### config.mk
export PLATFORM = sky130hd
export DESIGN_NAME = tap_ctrl
export DESIGN_NICKNAME = d
export VERILOG_FILES = /design/src/rtl/tap_pkg.sv /design/src/rtl/tap_fsm.sv /design/src/rtl/tap_ir.sv /design/src/rtl/tap_dr_path.sv /design/src/rtl/tap_ctrl.sv
export SDC_FILE = /design/constraint.sdc
export NUM_CORES = 1
export LEC_CHECK = 0
export BUFFER_PORTS_ARGS = -buffer_cell sky130_fd_sc_hd__buf_2
export CAP_MARGIN = 5
export CORE_UTILIZATION = 45
export DETAILED_ROUTE_END_ITERATION = 10
export GPL_TIMING_DRIVEN = 1
export HOLD_SLACK_MARGIN = 0.02
export PLACE_DENSITY = 0.65
export SYNTH_ARGS = -nofsm -noshare
export SYNTH_HDL_FRONTEND = slang
export SYNTH_SLANG_ARGS = --single-unit
### constraint.sdc
create_clock -name tck -period 3.2 [get_ports tck]
set_input_delay 0.16 -clock tck [delete_from_list [all_inputs] [get_ports tck]]
set_output_delay 0.16 -clock tck [all_outputs]
set_load 0.02 [all_outputs]
### src/rtl/tap_pkg.sv
package tap_pkg;
  localparam int IR_W = 4;

  typedef enum logic [3:0] {
    ST_TLR, ST_RTI, ST_SEL_DR, ST_CAP_DR, ST_SH_DR, ST_EX1_DR, ST_PAU_DR, ST_EX2_DR,
    ST_UPD_DR, ST_SEL_IR, ST_CAP_IR, ST_SH_IR, ST_EX1_IR, ST_PAU_IR, ST_EX2_IR, ST_UPD_IR
  } tap_state_t;

  typedef enum logic [1:0] {DR_PASS, DR_IDENT, DR_CHAIN} dr_sel_t;

  typedef struct packed {
    dr_sel_t sel;
    logic    test_mode;
    logic    hiz;
  } ir_dec_t;

  localparam logic [IR_W-1:0] OP_EXTEST = 4'b0000;
  localparam logic [IR_W-1:0] OP_SAMPLE = 4'b0011;
  localparam logic [IR_W-1:0] OP_CLAMP  = 4'b0101;
  localparam logic [IR_W-1:0] OP_HIGHZ  = 4'b0111;
  localparam logic [IR_W-1:0] OP_CLAMPZ = 4'b1001;
  localparam logic [IR_W-1:0] OP_INTEST = 4'b1100;
  localparam logic [IR_W-1:0] OP_IDCODE = 4'b1110;
  localparam logic [IR_W-1:0] OP_BYPASS = 4'b1111;
  localparam logic [IR_W-1:0] IR_CAPTURE_PAT = 4'b0001;
endpackage

### src/rtl/tap_fsm.sv
module tap_fsm
  import tap_pkg::*;
(
  input  logic       tck,
  input  logic       trst,
  input  logic       tms,
  output tap_state_t state
);
  tap_state_t nxt;

  always_comb begin
    unique case (state)
      ST_TLR:    nxt = tms ? ST_TLR    : ST_RTI;
      ST_RTI:    nxt = tms ? ST_SEL_DR : ST_RTI;
      ST_SEL_DR: nxt = tms ? ST_SEL_IR : ST_CAP_DR;
      ST_CAP_DR: nxt = tms ? ST_EX1_DR : ST_SH_DR;
      ST_SH_DR:  nxt = tms ? ST_EX1_DR : ST_SH_DR;
      ST_EX1_DR: nxt = tms ? ST_UPD_DR : ST_PAU_DR;
      ST_PAU_DR: nxt = tms ? ST_EX2_DR : ST_PAU_DR;
      ST_EX2_DR: nxt = tms ? ST_UPD_DR : ST_SH_DR;
      ST_UPD_DR: nxt = tms ? ST_SEL_DR : ST_RTI;
      ST_SEL_IR: nxt = tms ? ST_TLR    : ST_CAP_IR;
      ST_CAP_IR: nxt = tms ? ST_EX1_IR : ST_SH_IR;
      ST_SH_IR:  nxt = tms ? ST_EX1_IR : ST_SH_IR;
      ST_EX1_IR: nxt = tms ? ST_UPD_IR : ST_PAU_IR;
      ST_PAU_IR: nxt = tms ? ST_EX2_IR : ST_PAU_IR;
      ST_EX2_IR: nxt = tms ? ST_UPD_IR : ST_SH_IR;
      ST_UPD_IR: nxt = tms ? ST_SEL_DR : ST_RTI;
      default:   nxt = ST_TLR;
    endcase
  end

  always_ff @(posedge tck) begin
    if (trst) state <= ST_TLR;
    else      state <= nxt;
  end
endmodule

### src/rtl/tap_ir.sv
module tap_ir
  import tap_pkg::*;
(
  input  logic            tck,
  input  logic            trst,
  input  logic            tdi,
  input  tap_state_t      state,
  output logic [IR_W-1:0] ir_sh,
  output logic [IR_W-1:0] ir_q,
  output ir_dec_t         dec
);
  always_ff @(posedge tck) begin
    if (trst || state == ST_TLR) begin
      ir_sh <= IR_CAPTURE_PAT;
      ir_q  <= OP_IDCODE;
    end else begin
      if (state == ST_CAP_IR) ir_sh <= IR_CAPTURE_PAT;
      if (state == ST_SH_IR)  ir_sh <= {tdi, ir_sh[IR_W-1:1]};
      if (state == ST_UPD_IR) ir_q  <= ir_sh;
    end
  end

  always_comb begin
    dec = '{sel: DR_PASS, test_mode: 1'b0, hiz: 1'b0};
    unique case (ir_q)
      OP_IDCODE: dec.sel = DR_IDENT;
      OP_SAMPLE: dec.sel = DR_CHAIN;
      OP_EXTEST,
      OP_INTEST: begin dec.sel = DR_CHAIN; dec.test_mode = 1'b1; end
      OP_CLAMP:  dec.test_mode = 1'b1;
      OP_HIGHZ,
      OP_CLAMPZ: begin dec.test_mode = 1'b1; dec.hiz = 1'b1; end
      default:   dec.sel = DR_PASS;
    endcase
  end
endmodule

### src/rtl/tap_dr_path.sv
module tap_dr_path
  import tap_pkg::*;
#(
  parameter int              ID_W     = 32,
  parameter logic [ID_W-1:0] ID_VALUE = 32'h1F0C_5A35
) (
  input  logic            tck,
  input  logic            trst,
  input  logic            tdi,
  input  tap_state_t      state,
  input  dr_sel_t         sel,
  input  logic            ir_out,
  input  logic            bsr_tdo,
  output logic            bypass_q,
  output logic [ID_W-1:0] id_sh,
  output logic            tdo,
  output logic            tdo_oe
);
  logic sh_ir, sh_dr, dr_bit, nxt_bit;

  assign sh_ir = (state == ST_SH_IR);
  assign sh_dr = (state == ST_SH_DR);

  always_ff @(posedge tck) begin
    if (trst) begin
      bypass_q <= 1'b0;
      id_sh    <= ID_VALUE;
    end else begin
      if (sel == DR_PASS) begin
        if (state == ST_CAP_DR) bypass_q <= 1'b0;
        else if (sh_dr)         bypass_q <= tdi;
      end
      if (sel == DR_IDENT) begin
        if (state == ST_CAP_DR) id_sh <= ID_VALUE;
        else if (sh_dr)         id_sh <= {tdi, id_sh[ID_W-1:1]};
      end
    end
  end

  always_comb begin
    unique case (sel)
      DR_IDENT: dr_bit = id_sh[0];
      DR_CHAIN: dr_bit = bsr_tdo;
      default:  dr_bit = bypass_q;
    endcase
    nxt_bit = sh_ir ? ir_out : (sh_dr ? dr_bit : 1'b0);
  end

  always_ff @(negedge tck) begin
    if (trst) begin
      tdo    <= 1'b0;
      tdo_oe <= 1'b0;
    end else begin
      tdo    <= nxt_bit;
      tdo_oe <= sh_ir | sh_dr;
    end
  end
endmodule

### src/rtl/tap_ctrl.sv
module tap_ctrl
  import tap_pkg::*;
#(
  parameter int              ID_W     = 32,
  parameter logic [ID_W-1:0] ID_VALUE = 32'h1F0C_5A35
) (
  input  logic tck,
  input  logic trst,
  input  logic tms,
  input  logic tdi,
  input  logic bsr_tdo,
  output logic tdo,
  output logic tdo_oe,
  output logic capture_dr,
  output logic shift_dr,
  output logic update_dr,
  output logic bsr_select,
  output logic test_mode,
  output logic out_hiz
);
  tap_state_t      state;
  logic [IR_W-1:0] ir_sh, ir_q;
  ir_dec_t         dec;
  logic            bypass_q;
  logic [ID_W-1:0] id_sh;

  tap_fsm fsm_i (.tck(tck), .trst(trst), .tms(tms), .state(state));

  tap_ir ir_i (
    .tck(tck), .trst(trst), .tdi(tdi), .state(state),
    .ir_sh(ir_sh), .ir_q(ir_q), .dec(dec)
  );

  tap_dr_path #(.ID_W(ID_W), .ID_VALUE(ID_VALUE)) dr_i (
    .tck(tck), .trst(trst), .tdi(tdi), .state(state), .sel(dec.sel),
    .ir_out(ir_sh[0]), .bsr_tdo(bsr_tdo), .bypass_q(bypass_q), .id_sh(id_sh),
    .tdo(tdo), .tdo_oe(tdo_oe)
  );

  assign capture_dr = (state == ST_CAP_DR);
  assign shift_dr   = (state == ST_SH_DR);
  assign update_dr  = (state == ST_UPD_DR);
  assign bsr_select = (dec.sel == DR_CHAIN);
  assign test_mode  = dec.test_mode;
  assign out_hiz    = dec.hiz;
endmodule

* Yosys cells after proc, flatten, opt, wreduce, memory -nomap -nowiden *
Cells that the tools add are included.

word-level totals
  register bits = 47
  output and inout bits = 8
  logic and storage cells = 70

operators by class
  bitwise gates (word level) = 1
  multiplexer cells = 25
  reduce and logical (&&, ||, !) cells = 14
  equality and inequality tests = 23

operators with widths
  cell                                                                   number
  32-bit 2-to-1 mux                                                      2
  4-bit one-hot mux with 12 select lines                                 1
  4-bit equality test, second input constant                             11
  4-bit by 3-bit equality test with 1-bit output, second input constant  6
  4-bit 2-to-1 mux                                                       6
  4-bit by 2-bit equality test with 1-bit output, second input constant  3
  1-bit 2-to-1 mux                                                       9
  4-bit logical NOT                                                      2
  2-bit 2-to-1 mux                                                       3
  3-bit 2-to-1 mux                                                       2
  2-bit OR reduction                                                     3
  3-bit OR reduction                                                     2
  5-bit OR reduction                                                     1
  4-bit by 1-bit equality test with 1-bit output, second input constant  1
  2-bit one-hot mux with 2 select lines                                  1
  2-bit AND reduction                                                    2
  2-bit nonzero test                                                     2
  2-bit by 1-bit equality test with 1-bit output, second input constant  1
  2-bit equality test, second input constant                             1
  2-bit logical NOT                                                      1
  1-bit one-hot mux with 2 select lines                                  1
  1-bit logical OR                                                       1
  1-bit bitwise OR                                                       1

* Depth between registers and ports, before layout *
Gate-level depths: netlist of run 1.

  depth after elaboration = 7
  mapped depth = 8
  mapped depth without buffers = 7

* Cells and area by module *
From an unflattened synthesis of run 1, not the netlist that was laid out.

unflattened totals
  cells, all modules = 260
  area, all modules = 2458.6 um2

by module, submodules not included
  module       area each (um2)  times used  cells each
  tap_dr_path  1655.3           1           167
  tap_ir       435.4            1           50
  tap_fsm      331.6            1           39
  tap_ctrl     36.3             1           4

==> results by group, run 1 <==
Status
  • Status: complete, but fails checks
  • Failing checks: setup timing

Worst setup path
  • Crit path capture type: register
  • R2r setup slk: -0.18 ns
  • R2R Path End: dr_i.tdo
  • Worst R2R Start: ir_i.ir_q[3]
  • WP data required: between 1.5 and 2 ns
  • Reg2Reg Depth: 7
  • Worst EP arrival: around 2.0 ns
  • Critical Path Source: ir_i.ir_q[3]
  • Crit Path Class: register to register
  • Startpoint class of the critical path: register
  • CP max FO: 3

Global route
  • Top Usage Layer GRT: met2
  • Number of global-route vias before repair: ~1700
  • Global-route met1 utilization: 22.20%
  • Met3 Track Usage GR: 3.704%
  • Grt met2 use: 30.20%
  • Initial antenna violation count: 0
  • Largest net degree at the start of global routing: 49
  • Global-route usage over all layers: 17.45%
  • GRT Residual Overflow: 0
  • Global-route wire length before repair: 7.493 mm

Synthesis
  • Ys Warns: 0
  • Ys async rst share: 0%
  • Post-synth EDFFs: 0
  • Sequential fraction of the synthesis area: about 40%
  • Post-Synthesis Cells: 257
  • Synth top cells by count: dfxtp_1, mux2i_1, nor2_1
  • Synth Net Count: 265
  • Area of the mapped netlist: roughly 0.0023 mm^2
  • Register bit count reported by yosys: 47
  • Distinct cells, synth: 46
  • Most common cell in the netlist: dfxtp_1
  • Area leader, netlist: dfxtp_1
  • Top cells by area, synth: dfxtp_1, mux2i_1, nand2b_1
  • Top_reg_cell synth: dfxtp_1
  • Synth top area share: between 40 and 50%
  • Syn Area/Cell: 9.055 um^2

Placed design
  • DP Worst Slack: -0.2648 ns
  • PortBufs: 12
  • GPL Wtd Cong: approximately 0.78
  • Post-DP HPWL: 2.785 mm

Route
  • Avg Vias per Cell: a little over 5
  • Via count: 1758
  • Residual DRC count: 0
  • Final ANT Viol Nets: 0
  • Routed len/inst: 12.58 um
  • First-pass DRT Iterations: 4
  • Final wirelength: 4.266 mm
  • DR iter-0 viols: 74

Timing
  • RSZ-0062 raised after global routing: yes
  • Setup TNS: -0.1821 ns
  • Final Worst Setup Slack: -0.1821 ns
  • Hold_ws: about 0.18 ns
  • Worst Skew: 0.05981 ns
  • Fin. max-slew vios: 0
  • Worst slew pin tran: about 0.64 ns
  • Hold Violations, Final: 0
  • Max_slew headroom: 57.37%
  • Count of final setup violators: 1

Worst hold path
  • Hold depth: 3
  • Min-delay src: tdi
  • Hold Path Class: primary input to register
  • Hold Path End: ir_i.ir_sh[3]

Floorplan
  • Initial core utilization: between 40% and 50%
  • Die Y: 73.92 um
  • I/O pin count: 13
  • CORE AREA: 0.004848 mm^2
  • Die area: around 0.0055 mm^2
  • Std cell rows: 25
  • Die width: 73.92 um

Finish
  • Storage cell area: 943.4 um^2
  • Nets: 279
  • Area grow syn2layout: 13.01%
  • Diodes inserted: 0
  • Fill count: 447
  • Fraction of layout cells with a size suffix above 1: about 17%
  • Multi-input logic area: 0.001275 mm^2

Clock tree
  • Worst skew pair latency: 0.34 ns
  • H-tree level count: 2
  • Clk buf depth: 2
  • Reg clk slew, reported paths: 0.08 ns
  • Root buf cell: clkbuf_8
  • Postcts setup bufs: 0
  • CTS sink cnt: 47
  • TritonCTS buffer count: 5
  • CTS tree: built

Flow run
  • Max-Cap Viols: 0

Power
  • PD cells: 434.0 mW/mm^2
  • Leak: 1.004 nW
  • Peak supply drop: between 0.3 and 0.4 mV
  • Final Power: around 1.1 mW
-- through the flow --
| stage | cells | util [%] | instance area [um^2] |
|---|---|---|---|
| 2_1_floorplan | 257 | - | 2332 |
| 3_3_place_gp | 330 | 51.66 | 2505 |
| 3_5_place_dp | 330 | 51.66 | 2505 |
| 4_1_cts | 339 | 54.25 | 2630 |
| 5_1_grt | 339 | 54.25 | 2630 |
| 6_report | 339 | 54.25 | 2630 |
-- flip-flops by register name (all words and copies together), names as in the netlist --
signal         cells
ir_i.ir_q          4
fsm_i.state        4
ir_i.ir_sh         4
dr_i.tdo           1
dr_i.bypass_q      1
dr_i.id_sh        32
dr_i.tdo_oe        1
-- area by class of cell --
| type | instances | area share, % |
|---|---|---|
| clock inverters | 5 | 1.951 |
| repair buffers | 28 | 7.326 |
| well taps | 67 | 3.187 |
| clock buffers | 5 | 2.617 |
| inverters | 4 | 0.5709 |
| flip-flops and latches | 47 | 35.87 |
| multi-input cells | 183 | 48.48 |
-- where the power goes --
part	internal [mW]	switching, mW	total, mW
Sequential	0.598	0.00717	0.605
Clock	0.236	0.202	0.438
Combinational	0.0415	0.0570	0.0985
Total	0.875	0.266	1.14
-- timing repair --
item,CTS,global route
hold buffers,0,0
gates resized for setup,2,0
pin swaps,2,0
endpoints found under the setup margin,1,1
-- cell families (layout without fill, tap and decap cells) --
group / count (synthesis) / in the layout / share of synthesized area, %
and+or+nand+nor: 107 / 107 / 25.81
DFF: 47 / 47 / 40.43
AOI/OAI and AO/OA: 40 / 40 / 12.47
muxes: 33 / 33 / 14.41
buffers and inverters: 27 / 42 / 5.268
adders and majority gates: 3 / 3 / 1.613
-- layer usage --
metal | up-vias | part of all wire, %
li1 | 941 | -
met4 | 0 | 0.52
met2 | 18 | 46
met5 | - | 0
met1 | 797 | 51
met3 | 2 | 2.2
-- critical path, stage by stage (launching register included) --
cell and delay, ns:
dfxtp_2 0.33, nor2b_1 0.12, or4_4 0.50, o31a_1 0.14, ha_2 0.18, a221o_1 0.31, nand3_1 0.07, a21oi_1 0.05
-- cell usage in the layout (no fill, tap or decap), types with 8 or more instances in the layout --
cell type,count
a21oi_1,8
buf_2,12
buf_4,15
dfxtp_1,45
mux2i_1,29
nand2_1,11
nand2b_1,18
nand3b_1,10
nor2_1,26
nor3_1,15
-- worst max path at each step --
stage | cells past startpoint | end
5_1_grt | 7 | dr_i.tdo
4_1_cts | 7 | dr_i.tdo
6_report | 7 | dr_i.tdo
2_1_floorplan | 7 | dr_i.tdo
3_5_place_dp | 7 | dr_i.tdo
3_3_place_gp | 7 | dr_i.tdo
Note: power is estimated with default switching activity, not from simulation.
==> run 2: changes to the inputs <==
- ABC_AREA: unset -> 1
==> run 2 against run 1 <==
Net effect: the flow now finishes without violations; die area down 6.6%; register-to-register slack improved by 0.36 ns; combinational power decreased by 2.8%; first-iteration DRC count unchanged; area after synthesis down 6.8%; critical path type unchanged; largest cell class unchanged; highest routed layer unchanged.
==> results by group, run 2 <==
Route
  • DR iter-0 viols: 74
  • Final ANT Viol Nets: 0
  • Via count: 1876
  • Avg Vias per Cell: about 4.9
  • Residual DRC count: 0
  • First-pass DRT Iterations: 5
  • Routed len/inst: 11.06 um
  • Final wirelength: 4.257 mm

Global route
  • GRT Residual Overflow: 0
  • Met3 Track Usage GR: 4.360%
  • Global-route usage over all layers: 18.14%
  • Grt met2 use: 28.78%
  • Initial antenna violation count: 0
  • Global-route met1 utilization: 23.68%
  • Largest net degree at the start of global routing: 47
  • Global-route wire length before repair: between 7 and 8 mm
  • Top Usage Layer GRT: met2
  • Number of global-route vias before repair: 1666

Synthesis
  • Post-synth EDFFs: 0
  • Most common cell in the netlist: nand2_1
  • Top_reg_cell synth: dfxtp_1
  • Syn Area/Cell: 6.738 um^2
  • Synth top cells by count: nand2_1, nor2_1, dfxtp_1
  • Ys Warns: 0
  • Top cells by area, synth: dfxtp_1, nand2_1, nor2_1
  • Synth top area share: roughly 43%
  • Register bit count reported by yosys: 47
  • Sequential fraction of the synthesis area: 43.37%
  • Synth Net Count: between 300 and 400
  • Post-Synthesis Cells: 322
  • Area leader, netlist: dfxtp_1
  • Distinct cells, synth: 23
  • Ys async rst share: 0%
  • Area of the mapped netlist: ~0.0022 mm^2

Floorplan
  • Die area: 0.005103 mm^2
  • Initial core utilization: 48.17%
  • Die Y: ~70 um
  • CORE AREA: 0.004504 mm^2
  • Die width: 71.44 um
  • Std cell rows: 24
  • I/O pin count: 13

Finish
  • Fill count: 450
  • Largest Register: dr_i.id_sh
  • Diodes inserted: 0
  • Max reg flops: 32
  • Highest-count cells in the layout ignoring fill and taps: nand2_1, nor2_1, dfxtp_1, inv_1, a21oi_1
  • Storage cell area: 943.4 um^2
  • Fraction of layout cells with a size suffix above 1: 9.610%
  • Area grow syn2layout: 8.304%
  • Multi-input logic area: between 0.001 and 0.0015 mm^2
  • Commonest non-fill, non-tap cell in the layout: nand2_1
  • Nets: between 300 and 400

Worst setup path
  • CP max FO: 5
  • Worst EP arrival: 1.64 ns
  • WP data required: 1.82 ns
  • Crit path capture type: register
  • Reg2Reg Depth: 10
  • Worst R2R Start: ir_i.ir_q[0]
  • R2r setup slk: 0.18 ns
  • Startpoint class of the critical path: register
  • R2R Path End: dr_i.tdo
  • Crit Path Class: register to register

Power
  • Leak: around 1.1 nW
  • Switching Share: 24.99%
  • Clk network pwr share: 38.1%
  • PD cells: between 400 and 500 mW/mm^2
  • NetSw: 0.2882 mW
  • Final Power: 1.153 mW
  • Power share of the combinational group: 8.3%
  • Pint: 0.8648 mW
  • Sequential power share: a little over half
  • Peak supply drop: roughly 0.23 mV

Clock tree
  • TritonCTS buffer count: 5
  • CTS tree: built
  • H-tree level count: 2
  • Clk buf depth: 2
  • Reg clk slew, reported paths: 0.08 ns
  • CTS sink cnt: 47
  • Worst skew pair latency: around 0.35 ns
  • Root buf cell: clkbuf_8

Timing
  • Count of final setup violators: 0
  • Fin. max-slew vios: 0
  • Worst slew pin tran: 0.6417 ns
  • Setup TNS: 0 ns
  • RSZ-0062 raised after global routing: no
  • Hold Violations, Final: 0
  • Worst Skew: 0.05461 ns
  • Max_slew headroom: between 50% and 60%

Worst hold path
  • Hold depth: 3
  • Hold Path End: ir_i.ir_sh[3]
  • Hold Path Class: primary input to register
  • Min-delay src: tdi

Flow run
  • Max-Cap Viols: 0

Placed design
  • PortBufs: 12
  • Post-DP HPWL: approximately 2.7 mm
  • GPL Wtd Cong: 0.8161

Status
  • Status: finished clean
==> run 2: changes by cell type in the layout (fill, tap and decap cells not counted), moves of 18 or more <==
cell and delta:
a21oi_1 +19, mux2i_1 -29, inv_1 +22, nand2b_1 -18, nor2_1 +28, nand2_1 +93
==> run 2: routing by layer <==
layer  share of wire (%)  routed length (um)
met4                 1.5                  63
met5                   0                   0
met1                  50                2146
met3                 3.1                 133
met2                  45                1913
==> run 2: worst max-delay path by stage <==
| stage | from | end | slack, ns | cells past startpoint |
|---|---|---|---|---|
| global placement | ir_i.ir_q[2] | dr_i.tdo | 0.14 | 10 |
| detailed placement | ir_i.ir_q[2] | dr_i.tdo | 0.09 | 10 |
| global route | ir_i.ir_q[1] | dr_i.tdo | 0.01 | 10 |
| floorplan | ir_i.ir_q[2] | dr_i.tdo | 0.17 | 10 |
| CTS | ir_i.ir_q[2] | dr_i.tdo | 0.08 | 10 |
| finish | ir_i.ir_q[0] | dr_i.tdo | 0.18 | 10 |
==> run 2: cells by family (layout without fill, tap and decap cells) <==
kind of cell | Yosys count | in the layout | share of synthesized area [%]
adder cells (fa/ha/maj) | 3 | 3 | 1.730
flip-flops | 47 | 47 | 43.37
AND/OR/NAND/NOR | 177 | 177 | 32.81
buffers and inverters | 40 | 51 | 9.112
AO/OA/AOI/OAI | 55 | 55 | 12.98
==> run 2: timing repair <==
action                                  CTS  global route
endpoints found under the setup margin    0             1
resized for setup                         0             3
buffers inserted                          0             0
hold buffers                              0             0
==> run 2: cell type report <==
type | count | area share [%]
Clock inverter | 3 | 0.6922
Clock buffer | 7 | 4.579
Tap cell | 52 | 2.769
Sequential cell | 47 | 40.15
Inverter | 27 | 4.633
Multi-Input combinational cell | 235 | 43.98
Timing Repair Buffer | 14 | 3.195
==> run 2: critical path, stage by stage (launching register included) <==
cell      delay [ns]
dfxtp_2         0.35
inv_1           0.07
nand2_1         0.06
nand3_1         0.07
and2_4          0.15
inv_1           0.04
ha_1            0.26
inv_1           0.08
nand3_1         0.09
o211ai_1        0.10
a21oi_1         0.08
==> run 2: power by group through the flow <==
stage | Sequential [mW] | Combinational [mW] | Clock (mW)
floorplan | 0.630 | 0.0812 | 0.00587
global placement | 0.632 | 0.0954 | 0.00587
detailed placement | 0.632 | 0.0953 | 0.00587
CTS | 0.619 | 0.0960 | 0.454
global route | 0.621 | 0.112 | 0.478
finish | 0.619 | 0.0957 | 0.439
==> run 2: through the flow <==
stage          hold WS (ns)  worst slack (ns)  util [%]  std cells  instance area, um^2
2_1_floorplan        0.3031            0.1651         -        322                 2170
3_3_place_gp         0.4345            0.1431     49.39        376                 2225
3_5_place_dp         0.4324           0.09314     49.39        376                 2225
4_1_cts              0.1080           0.08370     52.06        385                 2345
5_1_grt              0.1274           0.01451     52.17        385                 2350
6_report             0.1145            0.1826     52.17        385                 2350
==> run 3: changes to the inputs <==
- CORE_UTILIZATION: 45 -> 41
- PLACE_DENSITY: 0.65 -> 0.6
==> run 3 against run 2 <==
Net effect: combinational power rose by 0.4%; critical path depth did not move; non-clock buffer count grew 1; worst hold slack gained 0.0072 ns; final area increased by 0.85%; clock power is 0.9% higher; setup slack got worse by 0.044 ns; total power up 0.43%; wire length grew 1.7%; core utilization is 5.8 points lower; register-to-register slack got worse by 0.04 ns; largest cell class unchanged; largest power group unchanged; highest routed layer unchanged.
==> results by group, run 3 (synthesis results as in run 2) <==
Worst setup path
  • WP data required: roughly 1.8 ns
  • R2r setup slk: 0.14 ns
  • Crit path capture type: register
  • Crit path capture: dr_i.tdo
  • Reg2Reg Depth: 10
  • Critical Path Source: ir_i.ir_q[2]
  • Crit Path Class: register to register
  • Worst R2R Start: ir_i.ir_q[2]
  • R2R Path End: dr_i.tdo
  • Startpoint class of the critical path: register
  • Worst EP arrival: 1.68 ns
  • CP max FO: 6

Placed design
  • PortBufs: 12
  • Cell Count Post-Placement: a little under 400
  • DP Worst Slack: approximately 0.097 ns
  • Dpl cell area: 0.002255 mm^2
  • GPL Wtd Cong: 0.8531
  • Post-DP HPWL: 2.906 mm

Floorplan
  • Die width: around 75 um
  • Die Y: between 70 and 80 um
  • Std cell rows: 26
  • I/O pin count: 13
  • Die area: 0.005587 mm^2
  • Initial core utilization: 42.48%
  • CORE AREA: 0.005107 mm^2

Timing
  • Worst slew pin tran: 0.6156 ns
  • Setup TNS: 0 ns
  • Final Worst Setup Slack: approximately 0.14 ns
  • Worst Skew: 0.06206 ns
  • RSZ-0062 raised after global routing: no
  • Count of final setup violators: 0
  • Hold Violations, Final: 0
  • Max_slew headroom: 58.91%
  • Fin. max-slew vios: 0

Global route
  • Largest net degree at the start of global routing: 47
  • Number of global-route vias before repair: 1665
  • GRT Residual Overflow: 0
  • Global-route usage over all layers: 16.66%
  • Global-route wire length before repair: 7.127 mm
  • Initial antenna violation count: 0

Clock tree
  • Root buf cell: clkbuf_8
  • H-tree level count: 2
  • Worst skew pair latency: 0.36 ns
  • Hold-fix buffers, CTS: 0
  • CTS tree: built
  • Postcts setup bufs: 0
  • Cells resized by post-CTS repair: 0
  • Reg clk slew, reported paths: 0.09 ns
  • TritonCTS buffer count: 5
  • CTS sink cnt: 47
  • Clk buf depth: 2

Finish
  • Max reg flops: 32
  • Highest-count cells in the layout ignoring fill and taps: nand2_1, nor2_1, dfxtp_1, inv_1, a21oi_1
  • Diodes inserted: 0
  • Commonest non-fill, non-tap cell in the layout: nand2_1
  • Final instance area: around 0.0024 mm^2
  • Area grow syn2layout: 9.227%
  • Largest Register: dr_i.id_sh
  • Nets: around 340
  • Finished Layout Cells: 404
  • Fill count: 568
  • Fraction of layout cells with a size suffix above 1: ~8.7%

Power
  • Peak supply drop: 0.3314 mV
  • PD cells: 488.6 mW/mm^2
  • Leak: 1.104 nW

Status
  • Status: finished clean

Route
  • Via count: roughly 1900
  • DR iter-0 viols: 69
  • Avg Vias per Cell: 4.743
  • Residual DRC count: 0
  • Final ANT Viol Nets: 0
  • Final wirelength: 4.329 mm
  • First-pass DRT Iterations: 4
  • Routed len/inst: 10.72 um

Flow run
  • Max-Cap Viols: 0

Worst hold path
  • Hold Path Class: primary input to register
[run 3: changes by cell type in the layout (fill, tap and decap cells not counted)]
cell and delta:
dfxtp_1 +2, buf_4 +1, clkinv_1 +1, bufinv_16 +1, clkbuf_8 -1, dfxtp_2 -2
and2_1 +1, clkbuf_16 -1, and2_4 -1
[run 3: cell type report]
cell class / count / area (um^2) / share of cell area (%)
multi-input combinational: 235 / 1031 / 43.51
sequential: 47 / 940.9 / 39.70
inverter: 27 / 108.9 / 4.593
tap: 70 / 87.58 / 3.696
timing repair buffer: 15 / 82.58 / 3.485
clock buffer: 5 / 68.82 / 2.904
clock inverter: 5 / 50.05 / 2.112
[run 3: worst min path at each step]
stage                         from             end  slack, ns  depth (start not counted)
detailed placement             tdi   ir_i.ir_sh[3]       0.44                          3
floorplan                      tdi   ir_i.ir_sh[3]       0.30                          2
CTS                            tdi   ir_i.ir_sh[3]       0.11                          3
global route                   tdi   ir_i.ir_sh[3]       0.14                          3
global placement    dr_i.id_sh[12]  dr_i.id_sh[12]       0.44                          2
finish                         tdi   ir_i.ir_sh[3]       0.12                          3
[run 3: through the flow]
step                      total power, mW  hold slack [ns]  utilization (%)
after floorplan                    0.7168           0.3031                -
after global placement             0.7340           0.4375            44.15
after detailed placement           0.7348           0.4368            44.15
after CTS                           1.172           0.1093            46.40
after global routing                1.214           0.1359            46.40
final                               1.158           0.1217            46.40
[run 3: layer usage]
| metal | vias up | global-route usage (%) | share of wire, % |
|---|---|---|---|
| li1 | 1032 | - | - |
| met1 | 859 | 19.83 | 49 |
| met2 | 19 | 29.43 | 47 |
| met3 | 6 | 4.016 | 2.4 |
| met4 | 0 | 5.451 | 1.4 |
| met5 | - | 0 | 0 |
[run 3: where the power goes]
group          leakage [nW]  total [mW]  switching, mW  internal [mW]
registers             0.381       0.619         0.0130          0.606
logic                 0.657      0.0961         0.0648         0.0313
clock network        0.0664       0.443          0.208          0.235
[run 3: worst max-delay path: stages (launching register included)]
cell      delay, ns
dfxtp_1        0.41
nand2_1        0.09
inv_1          0.07
nand2_1        0.04
and2_1         0.18
inv_1          0.06
ha_1           0.21
inv_1          0.07
nand3_1        0.07
o211ai_1       0.09
a21oi_1        0.08
